`config.mk`:
```
export PLATFORM = sky130hd
export DESIGN_NAME = spi_byte_master
export DESIGN_NICKNAME = d
export VERILOG_FILES = /design/src/rtl/spi_byte_pkg.sv /design/src/rtl/spi_byte_div.sv /design/src/rtl/spi_byte_shift.sv /design/src/rtl/spi_byte_master.sv
export SDC_FILE = /design/constraint.sdc
export NUM_CORES = 1
export LEC_CHECK = 0
export ABC_AREA = 1
export BUFFER_PORTS_ARGS = -buffer_cell sky130_fd_sc_hd__buf_4
export CELL_PAD_IN_SITES_DETAIL_PLACEMENT = 2
export CELL_PAD_IN_SITES_GLOBAL_PLACEMENT = 2
export CORE_MARGIN = 4
export CORE_UTILIZATION = 30
export DETAILED_ROUTE_END_ITERATION = 10
export PLACE_DENSITY = 0.73
export SYNTH_ARGS = -nofsm -noshare
export SYNTH_HDL_FRONTEND = slang
export SYNTH_SLANG_ARGS = --single-unit
```
`constraint.sdc`:
```
create_clock -name clk_i -period 1.65 [get_ports clk_i]
set_input_delay 0.0825 -clock clk_i [delete_from_list [all_inputs] [get_ports clk_i]]
set_output_delay 0.0825 -clock clk_i [all_outputs]
set_load 0.01 [all_outputs]
```
`src/rtl/spi_byte_pkg.sv`:
```
package spi_byte_pkg;
  localparam int DATA_W = 8;
  localparam int DIV_W  = 8;
  localparam int ADDR_W = 3;

  localparam logic [ADDR_W-1:0] A_MODE = 3'd0;
  localparam logic [ADDR_W-1:0] A_RXD  = 3'd1;
  localparam logic [ADDR_W-1:0] A_TXD  = 3'd2;
  localparam logic [ADDR_W-1:0] A_CTRL = 3'd3;
  localparam logic [ADDR_W-1:0] A_STAT = 3'd4;
  localparam logic [ADDR_W-1:0] A_DIV  = 3'd5;

  localparam int M_LOOP   = 0;
  localparam int M_IDLEHI = 1;
  localparam int M_LSB    = 2;
  localparam int M_EN     = 3;
  localparam int M_LEAD   = 4;

  localparam int S_RDY  = 0;
  localparam int S_BUSY = 1;
  localparam int C_GO   = 0;
endpackage

```
`src/rtl/spi_byte_div.sv`:
```
module spi_byte_div #(
  parameter int DIV_W = spi_byte_pkg::DIV_W
) (
  input  logic             clk_i,
  input  logic             rst_ni,
  input  logic             en_i,
  input  logic [DIV_W-1:0] div_i,
  output logic             tick_o
);
  localparam int CW = DIV_W + 1;

  logic [CW-1:0] cnt_q;

  // one tick per SCK half period: 2*(div+1) clocks
  assign tick_o = en_i && (cnt_q == {div_i, 1'b1});

  always_ff @(posedge clk_i or negedge rst_ni) begin
    if (!rst_ni)                 cnt_q <= '0;
    else if (!en_i || tick_o)    cnt_q <= '0;
    else                         cnt_q <= cnt_q + 1'b1;
  end
endmodule

```
`src/rtl/spi_byte_shift.sv`:
```
module spi_byte_shift #(
  parameter int W = spi_byte_pkg::DATA_W
) (
  input  logic         clk_i,
  input  logic         rst_ni,
  input  logic         start_i,
  input  logic [W-1:0] tx_i,
  input  logic         lead_i,
  input  logic         lsb_i,
  input  logic         loop_i,
  input  logic         tick_i,
  input  logic         miso_i,
  output logic         busy_o,
  output logic         run_o,
  output logic         fin_o,
  output logic         tog_o,
  output logic         mosi_o,
  output logic [W-1:0] rx_o
);
  localparam int BW = $clog2(W);
  localparam int EW = BW + 1;
  localparam logic [EW-1:0] LAST = EW'(2 * W - 1);

  logic          busy_q, done_q, tog_q, mosi_q;
  logic [EW-1:0] edge_q;
  logic [W-1:0]  tx_q, rx_q, rx_nx;
  logic [BW-1:0] bit_n, nxt_n;
  logic          lead_edge, smp, din;

  function automatic logic [BW-1:0] pos(input logic [BW-1:0] n, input logic lsb);
    return lsb ? n : BW'(W - 1) - n;
  endfunction

  assign bit_n     = edge_q[EW-1:1];
  assign nxt_n     = bit_n + 1'b1;
  assign lead_edge = ~edge_q[0];
  assign smp       = tick_i && (lead_i ? lead_edge : ~lead_edge);
  assign din       = loop_i ? mosi_q : miso_i;
  assign fin_o     = tick_i && (edge_q == LAST);

  always_comb begin
    rx_nx = rx_q;
    if (smp) rx_nx[pos(bit_n, lsb_i)] = din;
  end

  always_ff @(posedge clk_i or negedge rst_ni) begin
    if (!rst_ni) begin
      busy_q <= 1'b0;
      done_q <= 1'b0;
      tog_q  <= 1'b0;
      mosi_q <= 1'b0;
      edge_q <= '0;
      tx_q   <= '0;
      rx_q   <= '0;
    end else if (!busy_q) begin
      if (start_i) begin
        busy_q <= 1'b1;
        done_q <= 1'b0;
        tog_q  <= 1'b0;
        edge_q <= '0;
        tx_q   <= tx_i;
        mosi_q <= lead_i ? tx_i[pos('0, lsb_i)] : 1'b0;
      end
    end else if (done_q) begin
      busy_q <= 1'b0;
      done_q <= 1'b0;
    end else if (tick_i) begin
      tog_q  <= ~tog_q;
      edge_q <= edge_q + 1'b1;
      rx_q   <= rx_nx;
      if (lead_i && !lead_edge && edge_q != LAST) mosi_q <= tx_q[pos(nxt_n, lsb_i)];
      if (!lead_i && lead_edge)                   mosi_q <= tx_q[pos(bit_n, lsb_i)];
      if (edge_q == LAST)                         done_q <= 1'b1;
    end
  end

  assign busy_o = busy_q;
  assign run_o  = busy_q && !done_q;
  assign tog_o  = tog_q;
  assign mosi_o = busy_q ? mosi_q : 1'b0;
  assign rx_o   = rx_nx;
endmodule

```
`src/rtl/spi_byte_master.sv`:
```
module spi_byte_master
  import spi_byte_pkg::*;
#(
  parameter int W  = DATA_W,
  parameter int DW = DIV_W
) (
  input  logic              clk_i,
  input  logic              rst_ni,
  input  logic [ADDR_W-1:0] addr_i,
  input  logic [W-1:0]      wdata_i,
  input  logic              we_i,
  input  logic              re_i,
  output logic [W-1:0]      rdata_o,
  output logic              irq_o,
  output logic              sck_o,
  output logic              mosi_o,
  input  logic              miso_i
);
  logic [W-1:0]  mode_q, txd_q, rxd_q;
  logic [DW-1:0] div_q;
  logic          rbr_q;
  logic          busy, run, fin, tick, tog, go;
  logic [W-1:0]  rx_w;

  assign go = we_i && (addr_i == A_CTRL) && wdata_i[C_GO] && mode_q[M_EN] && !busy;

  spi_byte_div #(.DIV_W(DW)) u_div (
    .clk_i  (clk_i),
    .rst_ni (rst_ni),
    .en_i   (run),
    .div_i  (div_q),
    .tick_o (tick)
  );

  spi_byte_shift #(.W(W)) u_shift (
    .clk_i   (clk_i),
    .rst_ni  (rst_ni),
    .start_i (go),
    .tx_i    (txd_q),
    .lead_i  (mode_q[M_LEAD]),
    .lsb_i   (mode_q[M_LSB]),
    .loop_i  (mode_q[M_LOOP]),
    .tick_i  (tick),
    .miso_i  (miso_i),
    .busy_o  (busy),
    .run_o   (run),
    .fin_o   (fin),
    .tog_o   (tog),
    .mosi_o  (mosi_o),
    .rx_o    (rx_w)
  );

  always_ff @(posedge clk_i or negedge rst_ni) begin
    if (!rst_ni) begin
      mode_q <= '0;
      txd_q  <= '0;
      div_q  <= '0;
    end else if (we_i) begin
      case (addr_i)
        A_MODE:  mode_q <= wdata_i;
        A_TXD:   txd_q  <= wdata_i;
        A_DIV:   div_q  <= DW'(wdata_i);
        default: ;
      endcase
    end
  end

  always_ff @(posedge clk_i or negedge rst_ni) begin
    if (!rst_ni) begin
      rxd_q <= '0;
      rbr_q <= 1'b0;
    end else if (fin) begin
      rxd_q <= rx_w;
      rbr_q <= 1'b1;
    end else if (re_i && addr_i == A_RXD) begin
      rbr_q <= 1'b0;
    end
  end

  always_comb begin
    rdata_o = '0;
    case (addr_i)
      A_MODE: rdata_o = mode_q;
      A_RXD:  rdata_o = rxd_q;
      A_TXD:  rdata_o = txd_q;
      A_STAT: begin
        rdata_o[S_BUSY] = busy;
        rdata_o[S_RDY]  = rbr_q;
      end
      A_DIV:  rdata_o = W'(div_q);
      default: rdata_o = '0;
    endcase
  end

  assign irq_o = rbr_q;
  assign sck_o = mode_q[M_IDLEHI] ^ tog;
endmodule

```
* Word level (Yosys, flattened, before mapping)
Index checks and enable logic that the tools add are counted.
Storage, ports and cells: flip-flop bits (word level) 66, word-level logic and storage cells 109, bits of input ports 16, output and inout port bits 11
Cells by class: reduce and logical (&&, ||, !) cells 28, add/sub/neg operators 5, bitwise operators 5, eq/ne operators 11, muxes and demuxes 43, order comparisons 4
Operator list (number):
- $mux W1 | 27
- $pmux W6 S4 | 1
- $mux W4 | 4
- $logic_and A1 B1 Y1 | 13
- $lt A3 B4 Y1 const B | 3
- $pmux W2 S5 | 1
- $add A9 B1 Y9 const B | 1
- $bmux W1 S3 | 3
- $eq A9 B9 Y1 | 1
- $mux W3 | 3
- $mux W9 | 1
- $bwmux W8 | 1
- $mux W8 | 1
- $reduce_and A2 Y1 | 4
- $eq A3 B2 Y1 const B | 2
- $eq A3 B3 Y1 const B | 2
- $reduce_and A3 Y1 | 2
- $sub A3 B3 Y3 const A | 2
- $add A4 B1 Y4 const B | 1
- $eq A4 B4 Y1 const B | 1
- $logic_not A1 Y1 | 4
- $ne A2 B2 Y1 const B | 2
- $ne A4 B4 Y1 const B | 1
- $not A1 Y1 | 4
- other kinds (10) | 11

* Longest topological paths before layout
word-level depth 10, mapped depth 12, depth with buffers taken out 12

* Cells and area by module
From an unflattened synthesis, not the netlist that was laid out.
Unflattened totals: cells, all modules 497, area total of the unflattened synthesis 3808.7 µm²
By module, submodules not included:
- spi_byte_master | area an instance 1681.6 µm², cells an instance 209, sequential area each 825.8 µm², instances 1
- spi_byte_shift | area an instance 1544.0 µm², cells an instance 209, sequential area each 600.6 µm², instances 1
- spi_byte_div | area an instance 583.1 µm², cells an instance 79, sequential area each 225.2 µm², instances 1

* Least setup slack after synthesis
OpenSTA, ideal clock, no wires.
kind register -> register, start point reg u_shift.edge_q[0], end point reg rxd_q[0], clock period less this slack 1582 ps, data required time 1533 ps, library setup time 117 ps, stages on the path, launching flop included 9, buffers on the path 1, data arrival time 1465 ps, setup slack 68 ps, path through dfrtp_1 > inv_1 > ha_1 > clkbuf_1 > nand4_1 > nand2_1 > nand2_1 > nand2_1 > nand2_1
On the way: longest elaborated chain between the ends 4, elaborated cells on any way between the ends 6, classes of those cells 1 x eq/ne; 2 x mux; 1 x bitwise; 2 x reduce/logical
Ends and longest elaborated chain:
- from (decl) | RTL line spi_byte_shift.sv:25 | logic [EW-1:0] edge_q;
- from (signal assigned) | RTL line spi_byte_shift.sv:69 | edge_q <= edge_q + 1'b1;
- $not A1 Y1 | RTL line spi_byte_shift.sv:36 | assign lead_edge = ~edge_q[0];
- $mux W1 | RTL line spi_byte_shift.sv:37 | assign smp = tick_i && (lead_i ? lead_edge : ~lead_edge);
- $logic_and A1 B1 Y1 | RTL line spi_byte_shift.sv:37
- $mux W8 | RTL line spi_byte_shift.sv:43 | if (smp) rx_nx[pos(bit_n, lsb_i)] = din;
- to (signal assigned) | RTL line spi_byte_master.sv:73 | rxd_q <= rx_w;
- to (decl) | RTL line spi_byte_master.sv:19 | logic [W-1:0] mode_q, txd_q, rxd_q;
Several ways; a longest one is shown, not always the timed one. A chain may end at the register's enable or synchronous reset.

* Final worst setup path
start point reg u_div.cnt_q[5], end point reg rxd_q[0]
On the way: longest elaborated chain between the ends 4, elaborated cells on any way between the ends 5, classes of those cells 1 x eq/ne; 1 x mux; 3 x reduce/logical
Ends and longest elaborated chain:
- from (decl) | RTL line spi_byte_div.sv:12 | logic [CW-1:0] cnt_q;
- from (signal assigned) | RTL line spi_byte_div.sv:20 | else cnt_q <= cnt_q + 1'b1;
- $eq A9 B9 Y1 * | RTL line spi_byte_div.sv:15 | assign tick_o = en_i && (cnt_q == {div_i, 1'b1});
- $logic_and A1 B1 Y1 * | RTL line spi_byte_div.sv:15
- $logic_and A1 B1 Y1 | RTL line spi_byte_shift.sv:37
- $mux W8 | RTL line spi_byte_shift.sv:43
Every way passes the cells marked *; elsewhere a longest branch is shown, timed or not.

==> flow_summary.ini <==
[sta]
fin_skew_ps = 9.67
setup_slack_ps = -192
hold_viol_final = 0
period_share_pct = 112
period_needed_ps = 1840
max_freq_mhz = 543
timing.slew.headroom_pct = 64.5
rsz0062_at_grt = yes
drv_slew = 0
setup_violations = 19
hold_ws_ps = 6.46
max_slew.worst_pin.slew_ps = 531

[grt]
grt_usage_pct = 21.1
grt_pass1_wl_mm = 23.1
grt_max_degree = 42
antenna_found_initial = 0
grt_pass1_vias = 4067
overflow = 0

[synthesis]
netlist.area_leader.share_pct = 45.4
synth_ff_type = dfrtp_1
synth_top_cell_by_area = dfrtp_1
synth_nets = 514
synth_edf_count = 0
synth_cell_type_count = 35
avgSynthCellArea_sq_um = 7.39
netlist_instances = 493
netlist_area_sq_um = 3640
synth_area_leaders = dfrtp_1 (45%), nand2_1 (18%), o21ai_0 (6.6%)
synth_seq_cells = 66
ys_seq_area_share_pct = 45.4
synthArstFlopShare_pct = 100
yosysWarnings = 0

[setup_path]
crit_top_cell = nand2_1
crit_slowest_cell = dfrtp_2
path_max_fanout = 9
end_kind = flip-flop
crit_type = flip-flop to flip-flop
critPathTopFamily = simple AND/OR/NAND/NOR gates
critPathMaxStageDelay_ps = 470
startpoint_type = flip-flop
path_cells = xnor2_2, nand3_1, nor3_2, nand3_4, nor2_8, inv_4, nand2_1, nand2_1
cp.required_ps = 1860
arrival_ps = 2060
crit_buf_inv = 1

[floorplan]
initial_core_util_pct = 31.2
dieArea_sq_um = 14000
fp-row-count = 39
die_w_um = 118
ioPinCount = 27
die_h_um = 118
fp.coreArea_sq_um = 11700

[cells_and_area]
fillCellCount = 1318
final_common_cell = nand2_1
area_growth_pct = 39.6
drive_above_1_share_pct = 34.9
n_antenna_cell = 0
utilization_pct = 43.6
seq_area_sq_um = 1660
multi_input_area_sq_um = 2020
postLayoutCellArea_sq_um = 5080
layout.nets = 595
layout_common_cells = nand2_1 (141), buf_4 (65), dfrtp_1 (58), inv_1 (49), o21ai_0 (37)

[power_and_ir_drop]
max-vdd-ir-drop_uv = 488
power.total_mw = 6.35
power_density_nw_per_um2 = 1250
leakagePower_nw = 2.45

[clocking]
cts_made_buffers = 9
cts_root_buf = clkbuf_16
cts_max_path_buffers = 2
cts_tree = done
h-tree-depth = 3
cts_sinks = 66
path_clk_slew_ps = 60
clock_latency_ps = 340

[routing]
post_drt_wl_per_cell_um = 22.2
via_per_inst = 5.29
drt-initial-drc-count = 169
first_pass_iters = 4
drtAntennaViolNets = 0
vias = 3821
finalWirelength_mm = 16.1
drc_errors = 0

[place]
dp_slack_ps = -124
dpl_cell_area_sq_um = 4210
io_buffers = 26
dp_hpwl_mm = 10.2
gp_congestion = 0.812

[outcome]
outcome = complete, but fails checks
violations = setup timing

[hold_path]
worstHoldPathType = input pin to flip-flop

[job]
drv_cap = 0
==> metal layers <==
layer	vias to the layer above	GRT usage [%]	routed length, um
met1	1944	28.2	6940
met2	98	35.5	7960
li1	1743	-	-
met4	0	6.74	560
met3	36	2.91	600
met5	-	0	0
==> per-stage QoR <==
stage / setup TNS (ps) / cells
floorplan: 0 / 493
global placement: 0 / 680
CTS: -342 / 705
finish: -1910 / 722
global route: -4310 / 722
detailed placement: -735 / 680
==> path summary, 6_finish.rpt <==
kind | from | endpoint | slack [ps] | depth (start not counted)
max | u_div.cnt_q[5] | rxd_q[0] | -190 | 8
min | re_i | irq_o | 6 | 4
max reg2reg | u_div.cnt_q[5] | rxd_q[0] | -190 | 8
min reg2reg | txd_q[5] | txd_q[5] | 490 | 2
max in group asynchronous | rst_ni | div_q[4] | 830 | 3
min in group asynchronous | rst_ni | u_div.cnt_q[8] | 230 | 2
==> registers in the layout (all words and copies together) (netlist names), 4 cells and up <==
register        flops
div_q               8
mode_q              8
rxd_q               8
txd_q               8
u_div.cnt_q         9
u_shift.edge_q      4
u_shift.rx_q        8
u_shift.tx_q        8
==> synth_stat cells, types with 3 or more instances <==
cell,n
nand2_1,176
dfrtp_1,66
inv_1,63
o21ai_0,48
nand3_1,35
nor2_1,28
a21oi_1,11
o22ai_1,6
a221o_1,5
clkbuf_1,5
ha_1,5
xor2_1,4
nand2_2,3
nor2_2,3
nor3_1,3
nor3_2,3
nor3b_1,3
==> cells by family (layout without fill, tap and decap cells) <==
logic type               count (synthesis)  after routing  synth area share (%)
buffers and inverters                   77            162                  8.49
adder cells (fa/ha/maj)                  5              5                  1.72
AND/OR/NAND/NOR                        261            262                  30.7
multiplexers                             1              1                 0.275
flip-flops                              66             66                  45.4
XOR/XNOR                                 6              6                  1.44
AO/OA/AOI/OAI                           77             77                  12.1
==> cell type report <==
type | instances | share of cell area, %
inverters | 67 | 5.10
clock inverters | 6 | 1.13
repair buffers | 79 | 13.2
flip-flops and latches | 66 | 32.7
well taps | 143 | 3.52
multi-input cells | 351 | 39.8
clock buffers | 10 | 4.51
==> what timing repair did <==
action                                 4_1_cts  5_1_grt
gates cloned                                 1        0
resized for setup                           51       79
hold buffers                                 1        0
pin swaps                                   18       24
setup endpoints to repair                   27       34
buffers inserted                             7       17
endpoints found under the hold margin       25        0
==> tightest hold or removal path: stages <==
cell and delay, ps:
buf_4 80, nand2_1 40, nand2_1 50, nand2_1 50
==> report_power, final <==
group          switching [mW]  leakage, nW  internal [mW]
Combinational            1.37         1.53          0.892
Sequential              0.301        0.781           1.86
Clock                   0.767        0.142           1.16
No activity file was read; power rests on OpenSTA's default activity.
